**config.mk**
```make
export PLATFORM = sky130hd
export DESIGN_NAME = uart_regbank
export DESIGN_NICKNAME = d
export VERILOG_FILES = /design/src/rtl/uart_regbank.sv
export SDC_FILE = /design/constraint.sdc
export NUM_CORES = 1
export LEC_CHECK = 0
export BUFFER_PORTS_ARGS = -buffer_cell sky130_fd_sc_hd__buf_2
export CELL_PAD_IN_SITES_DETAIL_PLACEMENT = 0
export CELL_PAD_IN_SITES_GLOBAL_PLACEMENT = 2
export CORE_UTILIZATION = 39
export CTS_CLUSTER_DIAMETER = 50
export CTS_CLUSTER_SIZE = 16
export DETAILED_ROUTE_END_ITERATION = 12
export PLACE_DENSITY = 0.87
export SYNTH_ARGS = -nofsm -noshare
export SYNTH_HDL_FRONTEND = slang
export SYNTH_SLANG_ARGS = --single-unit
```
**constraint.sdc**
```tcl
create_clock -name clk -period 4.15 [get_ports clk]
set_input_delay 0.83 -clock clk [delete_from_list [all_inputs] [get_ports clk]]
set_output_delay 0.83 -clock clk [all_outputs]
set_load 0.01 [all_outputs]
```
**src/rtl/uart_regbank.sv**
```systemverilog
module uart_regbank #(
  parameter int AW = 6
) (
  input  logic          clk,
  input  logic          rst_n,
  input  logic [AW-1:0] addr,
  input  logic [1:0]    ch_sel,
  input  logic          wr_en,
  input  logic [7:0]    wr_data,
  input  logic          rd_en,
  output logic [7:0]    rd_data,
  input  logic [3:0]    ch_sleep,
  output logic [3:0]    ch_clk_en,
  output logic [3:0]    ch_rst_pulse,
  output logic [7:0]    gpio_dir,
  output logic [7:0]    gpio_out,
  output logic [3:0]    ch_page,
  output logic [11:0]   ch_ctrl,
  output logic [31:0]   ch_line,
  output logic [31:0]   ch_fifo,
  output logic [63:0]   ch_baud_div,
  output logic [31:0]   ch_baud_frac
);
  localparam int NCH = 4;
  localparam logic [AW-1:0] A_GCTL = AW'('h00);
  localparam logic [AW-1:0] A_GRST = AW'('h01);
  localparam logic [AW-1:0] A_PAGE = AW'('h03);
  localparam logic [AW-1:0] A_OFS4 = AW'('h04);
  localparam logic [AW-1:0] A_OFS5 = AW'('h05);
  localparam logic [AW-1:0] A_OFS6 = AW'('h06);
  localparam logic [AW-1:0] A_GDIR = AW'('h21);
  localparam logic [AW-1:0] A_GDAT = AW'('h31);

  logic [2:0] scr_q  [NCH];
  logic [7:0] lcr_q  [NCH];
  logic [7:0] fcr_q  [NCH];
  logic [7:0] brh_q  [NCH];
  logic [7:0] brl_q  [NCH];
  logic [7:0] brd_q  [NCH];
  logic [NCH-1:0] page_q;
  logic [7:0] rd_val;

  wire soft_rst = wr_en && (addr == A_GRST);
  wire pg       = page_q[ch_sel];

  always_ff @(posedge clk or negedge rst_n) begin
    if (!rst_n) begin
      ch_clk_en    <= '0;
      ch_rst_pulse <= '0;
      gpio_dir     <= '0;
      gpio_out     <= '0;
      page_q       <= '0;
      for (int c = 0; c < NCH; c++) begin
        scr_q[c] <= '0; lcr_q[c] <= '0; fcr_q[c] <= '0;
        brh_q[c] <= '0; brl_q[c] <= '0; brd_q[c] <= '0;
      end
    end else begin
      ch_rst_pulse <= soft_rst ? wr_data[NCH-1:0] : '0;
      if (wr_en) begin
        case (addr)
          A_GCTL: ch_clk_en <= wr_data[NCH-1:0];
          A_GDIR: gpio_dir  <= wr_data;
          A_GDAT: gpio_out  <= wr_data;
          A_PAGE: page_q[ch_sel] <= wr_data[0];
          A_OFS4: if (pg) brh_q[ch_sel] <= wr_data; else scr_q[ch_sel] <= wr_data[2:0];
          A_OFS5: if (pg) brl_q[ch_sel] <= wr_data; else lcr_q[ch_sel] <= wr_data;
          A_OFS6: if (pg) brd_q[ch_sel] <= wr_data; else fcr_q[ch_sel] <= wr_data;
          default: ;
        endcase
      end
      for (int c = 0; c < NCH; c++) begin
        if (soft_rst && wr_data[c]) begin
          scr_q[c] <= '0; lcr_q[c] <= '0; fcr_q[c] <= '0;
          brh_q[c] <= '0; brl_q[c] <= '0; brd_q[c] <= '0;
        end
      end
    end
  end

  always_comb begin
    case (addr)
      A_GCTL:  rd_val = {4'hF, ch_clk_en};
      A_GRST:  rd_val = {ch_sleep, 4'h0};
      A_GDIR:  rd_val = gpio_dir;
      A_GDAT:  rd_val = gpio_out;
      A_PAGE:  rd_val = {7'd0, pg};
      A_OFS4:  rd_val = pg ? brh_q[ch_sel] : {5'd0, scr_q[ch_sel]};
      A_OFS5:  rd_val = pg ? brl_q[ch_sel] : lcr_q[ch_sel];
      A_OFS6:  rd_val = pg ? brd_q[ch_sel] : fcr_q[ch_sel];
      default: rd_val = '0;
    endcase
  end

  assign rd_data = rd_en ? rd_val : 8'h00;
  assign ch_page = page_q;

  for (genvar c = 0; c < NCH; c++) begin : g_out
    assign ch_ctrl[c*3 +: 3]       = scr_q[c];
    assign ch_line[c*8 +: 8]       = lcr_q[c];
    assign ch_fifo[c*8 +: 8]       = fcr_q[c];
    assign ch_baud_div[c*16 +: 16] = {brh_q[c], brl_q[c]};
    assign ch_baud_frac[c*8 +: 8]  = brd_q[c];
  end
endmodule

```
* Word-level counts from Yosys, hierarchy flattened *
Index checks and enable logic that the tools add are counted.

word-level totals
  register bits after elaboration = 200
  input bits = 24
  logic and storage cells = 182
  output and inout port bits = 208

cells by class
  magnitude comparators = 4
  reductions and logical operators = 56
  bitwise gates (word level) = 1
  multiplexer cells = 81
  equality and inequality tests = 11

operator list
  kind                count
  $mux 32             15
  $mux 8              35
  $bwmux 32           5
  $bmux 8 s2          5
  $reduce_and 3->1    24
  $pmux 8 s8          1
  $reduce_bool 2->1   20
  $mux 12             3
  $mux 3              7
  $eq 6x3->1 const B  3
  $demux 8 s2         1
  $bwmux 12           1
  $eq 6x6->1 const B  2
  $ne 2x1->1 const B  4
  $reduce_and 2->1    4
  $logic_and 1x1->1   7
  $bmux 3 s2          1
  $demux 3 s2         1
  $eq 6x1->1 const B  1
  $eq 6x2->1 const B  1
  $logic_not 6->1     1
  $bwmux 4            1
  $mux 4              1
  $ge 3x3->1 const B  1
  7 further kinds     8

* Depth between registers and ports, before layout *
Gate-level depths: netlist of run 1.

  depth in word-level cells = 10
  mapped depth = 8
  depth with buffers taken out = 4

* Least setup slack after synthesis of run 1 *
Ideal clock, no wire load.

  kind = input to output
  start point = input ch_sel[0]
  end point = output rd_data[1]
  cell stages on the path = 8
  path buffers = 4
  arrival = 2523 ps
  slack = 797 ps
  path through = buf_2 > mux4_2 > buf_4 > buf_4 > buf_2 > mux2i_1 > o32a_1 > a31oi_1

on the way
  cells in the longest elaborated chain, start to end = 7
  elaborated cells on any way between the ends = 26
  classes of those cells = mux: 25; bitwise: 1

RTL lines
  what                                                                line        source
  start: declaration                                                  7           input logic [1:0] ch_sel,
  $not 2->3 (not written as such)                                     87, 88, 89
  $bmux 8 s2 (tied with other cells)                                  89          A_OFS6: rd_val = pg ? brd_q[ch_sel] : fcr_q[ch_sel];
  $mux 8 (not written as such) (tied with other cells) (2 in series)  89
  $mux 8 (on tied branches)                                           89, 87, 88
  $pmux 8 s8 *                                                        81          case (addr)
  $mux 8 *                                                            94          assign rd_data = rd_en ? rd_val : 8'h00;
  end: declaration                                                    11          output logic [7:0] rd_data,

Every way passes the cells marked *; elsewhere a longest branch is shown, timed or not. The select of a mux whose other input is x is not followed.

* Worst setup path in the final report of run 1 *
  start point = input addr[5]
  end point = output rd_data[1]

on the way
  cells in the longest elaborated chain, start to end = 3
  elaborated cells on any way between the ends = 10
  classes of those cells = eq/ne: 7; mux: 2; reduce/logical: 1

RTL lines
  what                                line  source
  start: declaration                  6     input logic [AW-1:0] addr,
  $eq 6x3->1 (tied with other cells)  81
  $pmux 8 s8 *                        81
  $mux 8 *                            94

Every way passes the cells marked *; elsewhere a longest branch is shown, timed or not.

==> metrics.cfg, run 1 <==
[outcome]
status = completed

[floorplan]
die_h_microns = 163.1
pin_count = 232
core_area_sq_mm = 0.02533
die_area_sq_mm = 0.02659
fp.dieW_microns = 163.1
initial_core_util = 0.3995
rows = 58

[cells_and_area]
most-common-layout-cells = buf_2 (229), dfrtp_1 (200), mux2_2 (169)
areaGrowthSynthToFinish_pct = 20.80
design_area_sq_mm = 0.01222
nFillCells = 2305
layout.cells.non_filler = 1318
diodes = 0
final_common_cell = buf_2
nets = 999
fin_util = 0.4826
drive_gt1_frac = 0.5263

[global_routing]
met1_usage = 0.3623
grt_pass1_wl_microns = 49110
grt_use_total = 0.2569
grt_pass1_vias = 7479
grt_use_met2 = 0.4029
gr-usage-met3 = 0.03911
overflow = 0
grt_max_degree = 107
antenna_found_initial = 0
gr-max-usage-layer = met2

[clock_network]
clk_latency_ns = 0.43
cts_inserted_buffers = 17
cts.sinks = 200
cts_buffer_depth = 2
cts_tree = built
cts.root.buffer_cell = clkbuf_16
cts-hold-fix-buffers = 0
cts.reportedPaths.clkPinSlew_ns = 0.08
cts_resized = 0
cts_setup_buffers = 0
ctsHtreeMaxLevel = 4

[sta]
rsz0062_at_grt = false
worst_slack_ns = 0.5151
hold_viol = 0
fin_crit_ns = 3.635
fin_skew_ns = 0.008020
fmax_ghz = 0.2751
drv_slew = 0
max-slew-margin-rel = 0.3938
setup_tns_ns = 0
setup_viol = 0
worst_pin_slew_ns = 0.9094
finalCritPeriodShare = 0.8759

[place]
gp_congestion = 0.8746
dpl-instance-area_sq_mm = 0.01161
dp_hpwl_microns = 23690
placed_cells = 1286
dp_slack_ns = 0.5283
portBuffers = 231

[worst_setup_path]
cp_max_fo = 9
cp.required_ns = 3.32
end_kind = output pin
crit_type = input port to output pin
critPathLaunchType = input port
arrival_ns = 2.80

[drt]
firstDrtPassIters = 7
wl_per_cell_microns = 25.38
viasPerCell = 5.720
finalWirelength_microns = 33460
route.detailed.drc = 0
num_vias = 7539
dr.first_iter.drc_count = 644
postRouteAntennaNets = 0

[power]
swShare = 0.2851
p_sw_uw = 1280
combPwrFrac = 0.132
power.leakage_uw = 0.006095
ir_worst_vdd_v = 0.0002208
power_frac_clock = 0.386
p_per_area_mw_per_mm2 = 367.2
seq_power_share = 0.482
p_int_uw = 3209

[yosys]
avgSynthCellArea_sq_um = 13.33
synth.ff_latch_count = 200
ys_warn_count = 0
synth_area_sq_mm = 0.01012
ys_seq_area_frac = 0.4946
synth_nets = 783
ys_types = 45
syn_inst = 759

[min_path]
worstHoldPathType = input port to asynchronous set/reset pin

[run]
drv_cap = 0

## synthesized netlist by cell type (all sizes together)
master	instances	share of area
or2	1	0.00062
nand2b	6	0.0037
nor2	4	0.0015
o22a	6	0.0052
a41oi	9	0.0078
and4	6	0.0062
a21boi	9	0.013
mux2	169	0.19
or4	1	0.00074
a31oi	3	0.0019
and3b	1	0.00087
o21ai	12	0.010
or4b	1	0.00099
mux2i	16	0.016
clkbuf	19	0.0070
buf	35	0.021
nor4	13	0.011
nor4b	2	0.0038
nor3b	1	0.00074
o21a	8	0.0059
nand4	11	0.0068
o22ai	28	0.017
nor3	1	0.0016
a22oi	2	0.0015
mux4	44	0.098
nand3	6	0.0030
dfrtp	200	0.49
a222oi	3	0.0030
and2	31	0.019
o32a	2	0.0020
and3	15	0.0093
inv	31	0.011
nor2b	6	0.0037
nand2	53	0.020
a221oi	4	0.0035
## sequential cells by signal, summed over array words and instances (netlist names)
signal	flops
ch_baud_div	64
ch_baud_frac	32
ch_fifo	32
ch_line	32
ch_ctrl	12
gpio_dir	8
gpio_out	8
ch_clk_en	4
ch_page	4
ch_rst_pulse	4
## path summary, 6_finish.rpt
check	start	endpoint	slack (ns)	depth (start not counted)
min in group clk	ch_baud_div[19]$_DFFE_PN0P_	ch_baud_div[19]$_DFFE_PN0P_	0.53	1
max in group asynchronous	rst_n	ch_baud_div[22]$_DFFE_PN0P_	2.70	2
max reg2reg	ch_page[3]$_DFFE_PN0P_	ch_fifo[11]$_DFFE_PN0P_	1.32	5
min reg2reg	ch_baud_div[19]$_DFFE_PN0P_	ch_baud_div[19]$_DFFE_PN0P_	0.53	1
max	addr[5]	rd_data[1]	0.52	7
min	rst_n	gpio_dir[5]$_DFFE_PN0P_	0.50	1
## cells by family after synthesis
logic type / Yosys count / synth area share
compound gates: 86 / 0.07098
mux: 229 / 0.3018
flops: 200 / 0.4946
simple gates: 159 / 0.09287
buf+inv: 85 / 0.03969
## stage by stage
step,power (uW),hold slack [ns]
2_1_floorplan,2504,0.5344
3_3_place_gp,2788,0.5089
3_5_place_dp,2798,0.5160
4_1_cts,4521,0.5353
5_1_grt,4650,0.5602
6_report,4488,0.5026
## worst max-delay path, stage by stage
cell      delay, ns
buf_2          0.14
or4_1          0.75
nor3_4         0.19
buf_4          0.21
a222oi_1       0.15
a31oi_1        0.32
buf_2          0.20
## layout make-up
| class | instances | area (sq um) | share of cell area |
|---|---|---|---|
| clock buffer | 18 | 439.2 | 0.03593 |
| clock inverter | 14 | 170.2 | 0.01392 |
| inverter | 31 | 116.4 | 0.009520 |
| multi-input combinational | 474 | 4712 | 0.3855 |
| sequential | 200 | 5005 | 0.4095 |
| tap | 330 | 412.9 | 0.03378 |
| timing repair buffer | 251 | 1368 | 0.1119 |
## layer usage
metal / part of all wire / wire length [microns]
met2: 0.47 / 15830
met1: 0.44 / 14650
met4: 0.026 / 879
met3: 0.063 / 2102
met5: 0 / 0
## power groups by stage
| stage | combinational (uW) | sequential (uW) | clock, uW |
|---|---|---|---|
| detailed placement | 599 | 2200 | 0 |
| global placement | 591 | 2200 | 0 |
| CTS | 601 | 2160 | 1760 |
| global route | 641 | 2180 | 1830 |
| floorplan | 278 | 2230 | 0 |
| finish | 594 | 2160 | 1730 |
Note: power is estimated with default switching activity, not from simulation.
==> run 2: changes to the inputs <==
--- a/config.mk
+++ b/config.mk
@@ -8,11 +8,11 @@
 export BUFFER_PORTS_ARGS = -buffer_cell sky130_fd_sc_hd__buf_2
 export CELL_PAD_IN_SITES_DETAIL_PLACEMENT = 0
 export CELL_PAD_IN_SITES_GLOBAL_PLACEMENT = 2
-export CORE_UTILIZATION = 39
+export CORE_UTILIZATION = 30
 export CTS_CLUSTER_DIAMETER = 50
 export CTS_CLUSTER_SIZE = 16
 export DETAILED_ROUTE_END_ITERATION = 12
-export PLACE_DENSITY = 0.87
+export PLACE_DENSITY = 0.7
 export SYNTH_ARGS = -nofsm -noshare
 export SYNTH_HDL_FRONTEND = slang
 export SYNTH_SLANG_ARGS = --single-unit
==> run 2 against run 1 <==
Compared with the run above:
- cell count is 8.8% higher
- hold slack lost 0.024 ns
- highest routed layer unchanged
- count of clock-buffer cells in the layout is the same
- fmax up 2.9%
- total power is essentially flat
- first-iteration DRC count decreased by 22%
- largest cell class unchanged
==> metrics.cfg, run 2 (synthesized netlist as in run 1, its figures left out) <==
[sta]
rsz0062_at_grt = false
setup_tns_ns = 0  ; unchanged
worst_pin_slew_ns = 0.9182  ; +0.008840 ns
finalCritPeriodShare = 0.8510  ; -0.02493
worst_slack_ns = 0.6185  ; +0.1035 ns
hold_viol = 0  ; unchanged
fin_skew_ns = 0.008870  ; +0.0008502 ns
setup_viol = 0  ; unchanged
drv_slew = 0  ; unchanged
holdWs_ns = 0.4784  ; -0.02421 ns
fin_crit_ns = 3.531  ; -0.1035 ns
fmax_ghz = 0.2832  ; +2.9%
max-slew-margin-rel = 0.3879  ; -0.005893

[floorplan]
initial_core_util = 0.3079  ; -0.09165
die_area_sq_mm = 0.03447  ; +30%
core_area_sq_mm = 0.03287  ; +30%
pin_count = 232  ; unchanged
fp.dieW_microns = 185.7  ; +14%
rows = 66  ; +14%
die_h_microns = 185.7  ; +14%

[clock_network]
cts.reportedPaths.clkPinSlew_ns = 0.07  ; about the same
cts-hold-fix-buffers = 0  ; unchanged
cts_tree = built
clk_latency_ns = 0.44  ; about the same
cts_buffer_depth = 2  ; unchanged
cts.sinks = 200  ; unchanged
cts_inserted_buffers = 17  ; unchanged
ctsHtreeMaxLevel = 4  ; unchanged
cts_resized = 0  ; unchanged
cts_setup_buffers = 0  ; unchanged
cts.root.buffer_cell = clkbuf_16

[outcome]
status = completed

[power]
p_sw_uw = 1264  ; -1.2%
p_int_uw = 3228  ; +0.59%
p_per_area_mw_per_mm2 = 363.1  ; -1.1%
ir_worst_vdd_v = 0.0002803  ; +27%
swShare = 0.2815  ; -0.003647
seq_power_share = 0.483  ; about the same
power_frac_clock = 0.384  ; -0.002
combPwrFrac = 0.133  ; about the same
power.leakage_uw = 0.006093  ; about the same

[global_routing]
overflow = 0  ; unchanged
antenna_found_initial = 0  ; unchanged
grt_max_degree = 109  ; +1.9%
grt_pass1_vias = 7720  ; +3.2%
grt_use_total = 0.2189  ; -0.03802
grt_pass1_wl_microns = 53340  ; +8.6%

[place]
dpl-instance-area_sq_mm = 0.01177  ; +1.4%
dp_hpwl_microns = 26410  ; +11%
portBuffers = 231  ; unchanged
dp_slack_ns = 0.5990  ; +0.07073 ns
gp_congestion = 0.8634  ; -1.3%

[worst_setup_path]
rrSetupSlack_ns = 1.46  ; +0.14 ns
cp_max_fo = 8  ; -1
critPathLaunchType = input port
end_kind = output pin
cp.required_ns = 3.32  ; about the same
crit_type = input port to output pin
r2r_end = ch_fifo[1]$_DFFE_PN0P_
r2r_cells = 5  ; unchanged
arrival_ns = 2.70  ; -0.10 ns
r2r_start = ch_page[2]$_DFFE_PN0P_

[drt]
firstDrtPassIters = 5  ; -2
viasPerCell = 5.270  ; -7.9%
postRouteAntennaNets = 0  ; unchanged
dr.first_iter.drc_count = 501  ; -22%
route.detailed.drc = 0  ; unchanged
num_vias = 7557  ; +0.24%
wl_per_cell_microns = 25.76  ; +1.5%
finalWirelength_microns = 36930  ; +10%

[cells_and_area]
drive_gt1_frac = 0.5272  ; +0.0009020
nets = 1003  ; +0.40%
fin_util = 0.3764  ; -0.1062
design_area_sq_mm = 0.01237  ; +1.2%
final_common_cell = buf_2
most-common-layout-cells = buf_2 (229), dfrtp_1 (200), mux2_2 (169)
areaGrowthSynthToFinish_pct = 22.27
largest_register_ffs = 64  ; unchanged
diodes = 0  ; unchanged

[run]
drv_cap = 0  ; unchanged

[min_path]
worstHoldPathType = input port to asynchronous set/reset pin

## run 2: cell count changes in the layout (fill, tap and decap cells not counted), moves of 2 or more
cell | before | now
buf_4 | 17 | 22
inv_6 | 7 | 3
clkinvlp_4 | 1 | 4
clkinv_4 | 0 | 2
inv_8 | 2 | 0
## run 2: power by group through the flow
stage / clock [uW] / combinational [uW] / sequential (uW)
2_1_floorplan: 0 / 278 / 2230
3_3_place_gp: 0 / 602 / 2210
3_5_place_dp: 0 / 607 / 2210
4_1_cts: 1760 / 610 / 2170
5_1_grt: 1830 / 651 / 2180
6_report: 1720 / 599 / 2170
## run 2: area by class of cell
class / instances / area [sq um]
Clock buffer: 18 / 429.2
Clock inverter: 14 / 171.4
Fill cell: 3327 / 20490
Inverter: 31 / 116.4
Multi-Input combinational cell: 474 / 4712
Sequential cell: 200 / 5005
Tap cell: 442 / 553.0
Timing Repair Buffer: 255 / 1385
## run 2: metrics by stage
stage	total power (uW)	cells
detailed placement	2814	1402
finish	4492	1434
CTS	4537	1434
global placement	2808	1402
floorplan	2504	759
global route	4670	1434
## run 2: worst max-delay path, stage by stage
cell	delay, ns
buf_2	0.14
or4_1	0.76
nor3_4	0.26
buf_4	0.21
a221oi_1	0.06
a41oi_1	0.27
buf_2	0.17
## run 2: worst max path at each step
| stage | from | to | slack [ns] | cells after the start |
|---|---|---|---|---|
| 2_1_floorplan | ch_sel[0] | rd_data[1] | 0.80 | 8 |
| 3_3_place_gp | addr[5] | rd_data[4] | 0.61 | 7 |
| 4_1_cts | addr[5] | rd_data[4] | 0.59 | 7 |
| 5_1_grt | addr[5] | rd_data[4] | 0.47 | 7 |
| 6_report | addr[5] | rd_data[5] | 0.62 | 7 |
| 3_5_place_dp | addr[5] | rd_data[4] | 0.60 | 7 |
## run 2: per-layer routing
metal / GRT usage / share of wire / vias up
li1: - / - / 3281
met1: 0.2961 / 0.45 / 3983
met2: 0.3549 / 0.48 / 257
met3: 0.04128 / 0.052 / 36
met4: 0.06525 / 0.020 / 0
met5: 0 / 0 / -
==> run 3: changes to the inputs <==
--- a/config.mk
+++ b/config.mk
@@ -13,6 +13,7 @@
 export CTS_CLUSTER_SIZE = 16
 export DETAILED_ROUTE_END_ITERATION = 12
 export PLACE_DENSITY = 0.7
+export REMOVE_ABC_BUFFERS = 1
 export SYNTH_ARGS = -nofsm -noshare
 export SYNTH_HDL_FRONTEND = slang
 export SYNTH_SLANG_ARGS = --single-unit
==> constraint.sdc (replaced) <==
create_clock -name clk -period 4.2 [get_ports clk]
set_input_delay 0.84 -clock clk [delete_from_list [all_inputs] [get_ports clk]]
set_output_delay 0.84 -clock clk [all_outputs]
set_load 0.01 [all_outputs]
==> run 3 against run 2 <==
Compared with the run above:
- die area unchanged
- register-to-register slack worse by 0.21 ns
- cell count is 0.35% higher
- clock power grew 2%
- count of clock-buffer cells in the layout did not move
- largest power group unchanged
==> metrics.cfg, run 3 (synthesized netlist as in run 1, its figures left out) <==
[cells_and_area]
drive_gt1_frac = 0.5296  ; +0.002371
nets = 1008  ; +0.50%
diodes = 0  ; unchanged
fin_util = 0.3771  ; +0.0006470
largest_register_ffs = 64  ; unchanged
most-common-layout-cells = buf_2 (229), dfrtp_1 (200), mux2_2 (169)
nFillCells = 3334  ; +0.21%
final_common_cell = buf_2
design_area_sq_mm = 0.01239  ; +0.17%
layout.cells.non_filler = 1439  ; +0.35%
areaGrowthSynthToFinish_pct = 22.48

[drt]
route.detailed.drc = 0  ; unchanged
finalWirelength_microns = 38650  ; +4.6%
viasPerCell = 5.363  ; +1.8%
firstDrtPassIters = 5  ; unchanged
dr.first_iter.drc_count = 543  ; +8.4%
wl_per_cell_microns = 26.86  ; +4.3%
postRouteAntennaNets = 0  ; unchanged
num_vias = 7717  ; +2.1%

[place]
portBuffers = 231  ; unchanged
dpl-instance-area_sq_mm = 0.01178  ; +0.11%
placed_cells = 1407  ; +0.36%
dp_hpwl_microns = 27740  ; +5.0%
gp_congestion = 0.8839  ; +2.4%

[sta]
max-slew-margin-rel = 0.3127  ; -0.07517
setup_viol = 0  ; unchanged
setup_tns_ns = 0  ; unchanged
finalCritPeriodShare = 0.9049
fin_skew_ns = 0.01428  ; +0.005413 ns
holdWs_ns = 0.4365  ; -0.04193 ns
fin_crit_ns = 3.801
rsz0062_at_grt = false
worst_pin_slew_ns = 1.018  ; +0.09935 ns
hold_viol = 0  ; unchanged
drv_slew = 0  ; unchanged
fmax_ghz = 0.2631

[floorplan]
fp.dieW_microns = 185.7  ; unchanged
initial_core_util = 0.3079  ; unchanged
die_h_microns = 185.7  ; unchanged
core_area_sq_mm = 0.03287  ; unchanged
rows = 66  ; unchanged
die_area_sq_mm = 0.03447  ; unchanged
pin_count = 232  ; unchanged

[global_routing]
antenna_found_initial = 1  ; +1
grt_pass1_vias = 7671  ; -0.63%
overflow = 0  ; unchanged
grt_max_degree = 95  ; -13%
grt_use_total = 0.2268  ; +0.007899
grt_pass1_wl_microns = 54920  ; +3.0%

[clock_network]
cts_inserted_buffers = 17  ; unchanged
cts_buffer_depth = 2  ; unchanged
cts-hold-fix-buffers = 0  ; unchanged
cts_setup_buffers = 0  ; unchanged
clk_latency_ns = 0.45  ; about the same
cts.sinks = 200  ; unchanged
cts_tree = built
cts_resized = 0  ; unchanged
cts.root.buffer_cell = clkbuf_16
ctsHtreeMaxLevel = 4  ; unchanged
cts.reportedPaths.clkPinSlew_ns = 0.08  ; about the same

[worst_setup_path]
arrival_ns = 2.96  ; +0.26 ns
critPathLaunchType = input port
cp_max_fo = 10  ; +2
end_kind = output pin
rrSetupSlack_ns = 1.25  ; -0.21 ns
crit_type = input port to output pin
cp.required_ns = 3.36  ; +0.04 ns

[power]
power.leakage_uw = 0.006131  ; +0.62%
p_per_area_mw_per_mm2 = 363.4  ; about the same
ir_worst_vdd_v = 0.0002767  ; -1.3%

[run]
drv_cap = 0  ; unchanged

[min_path]
worstHoldPathType = input port to asynchronous set/reset pin

[outcome]
status = completed

run 3: worst max-delay path, stage by stage:
cell and delay [ns]:
buf_4 0.12, mux4_2 0.68, buf_4 0.28, mux2i_1 0.14, o22a_1 0.21, a41oi_1 0.45, buf_2 0.23
run 3: through the flow:
step                      power (uW)  setup slack, ns
after global routing            4664           0.3227
after detailed placement        2786           0.4189
after global placement          2779           0.4053
after CTS                       4529           0.4114
after floorplan                 2430           0.9091
final                           4504           0.3994
run 3: metal layers:
layer	up-vias	wire length, microns	GRT usage
met3	48	3019	0.05361
met4	0	942	0.06918
li1	3281	-	-
met2	339	17420	0.3432
met1	4049	17260	0.3198
met5	-	0	0
run 3: final timing paths:
path	start	end	depth (start not counted)
setup / recovery	ch_sel[0]	rd_data[0]	7
hold / removal	rst_n	ch_baud_div[49]$_DFFE_PN0P_	1
setup reg to reg	ch_page[3]$_DFFE_PN0P_	ch_fifo[19]$_DFFE_PN0P_	5
hold reg to reg	ch_baud_div[33]$_DFFE_PN0P_	ch_baud_div[33]$_DFFE_PN0P_	1
max in group asynchronous	rst_n	ch_fifo[13]$_DFFE_PN0P_	2
min in group clk	ch_baud_div[33]$_DFFE_PN0P_	ch_baud_div[33]$_DFFE_PN0P_	1
run 3: layout make-up:
cell class                      count  area, sq um  area share
Clock inverter                     14        180.2     0.01454
Tap cell                          442        553.0     0.04462
Sequential cell                   200         5005      0.4038
Multi-Input combinational cell    474         4712      0.3802
Clock buffer                       18        429.2     0.03463
Timing Repair Buffer              260         1398      0.1128
Inverter                           31        116.4    0.009389
run 3: where the power goes:
part           switching [uW]  total [uW]  internal, uW
clock network             851        1760           909
logic                     337         593           256
registers                 114        2150          2040
total                    1300        4500          3200
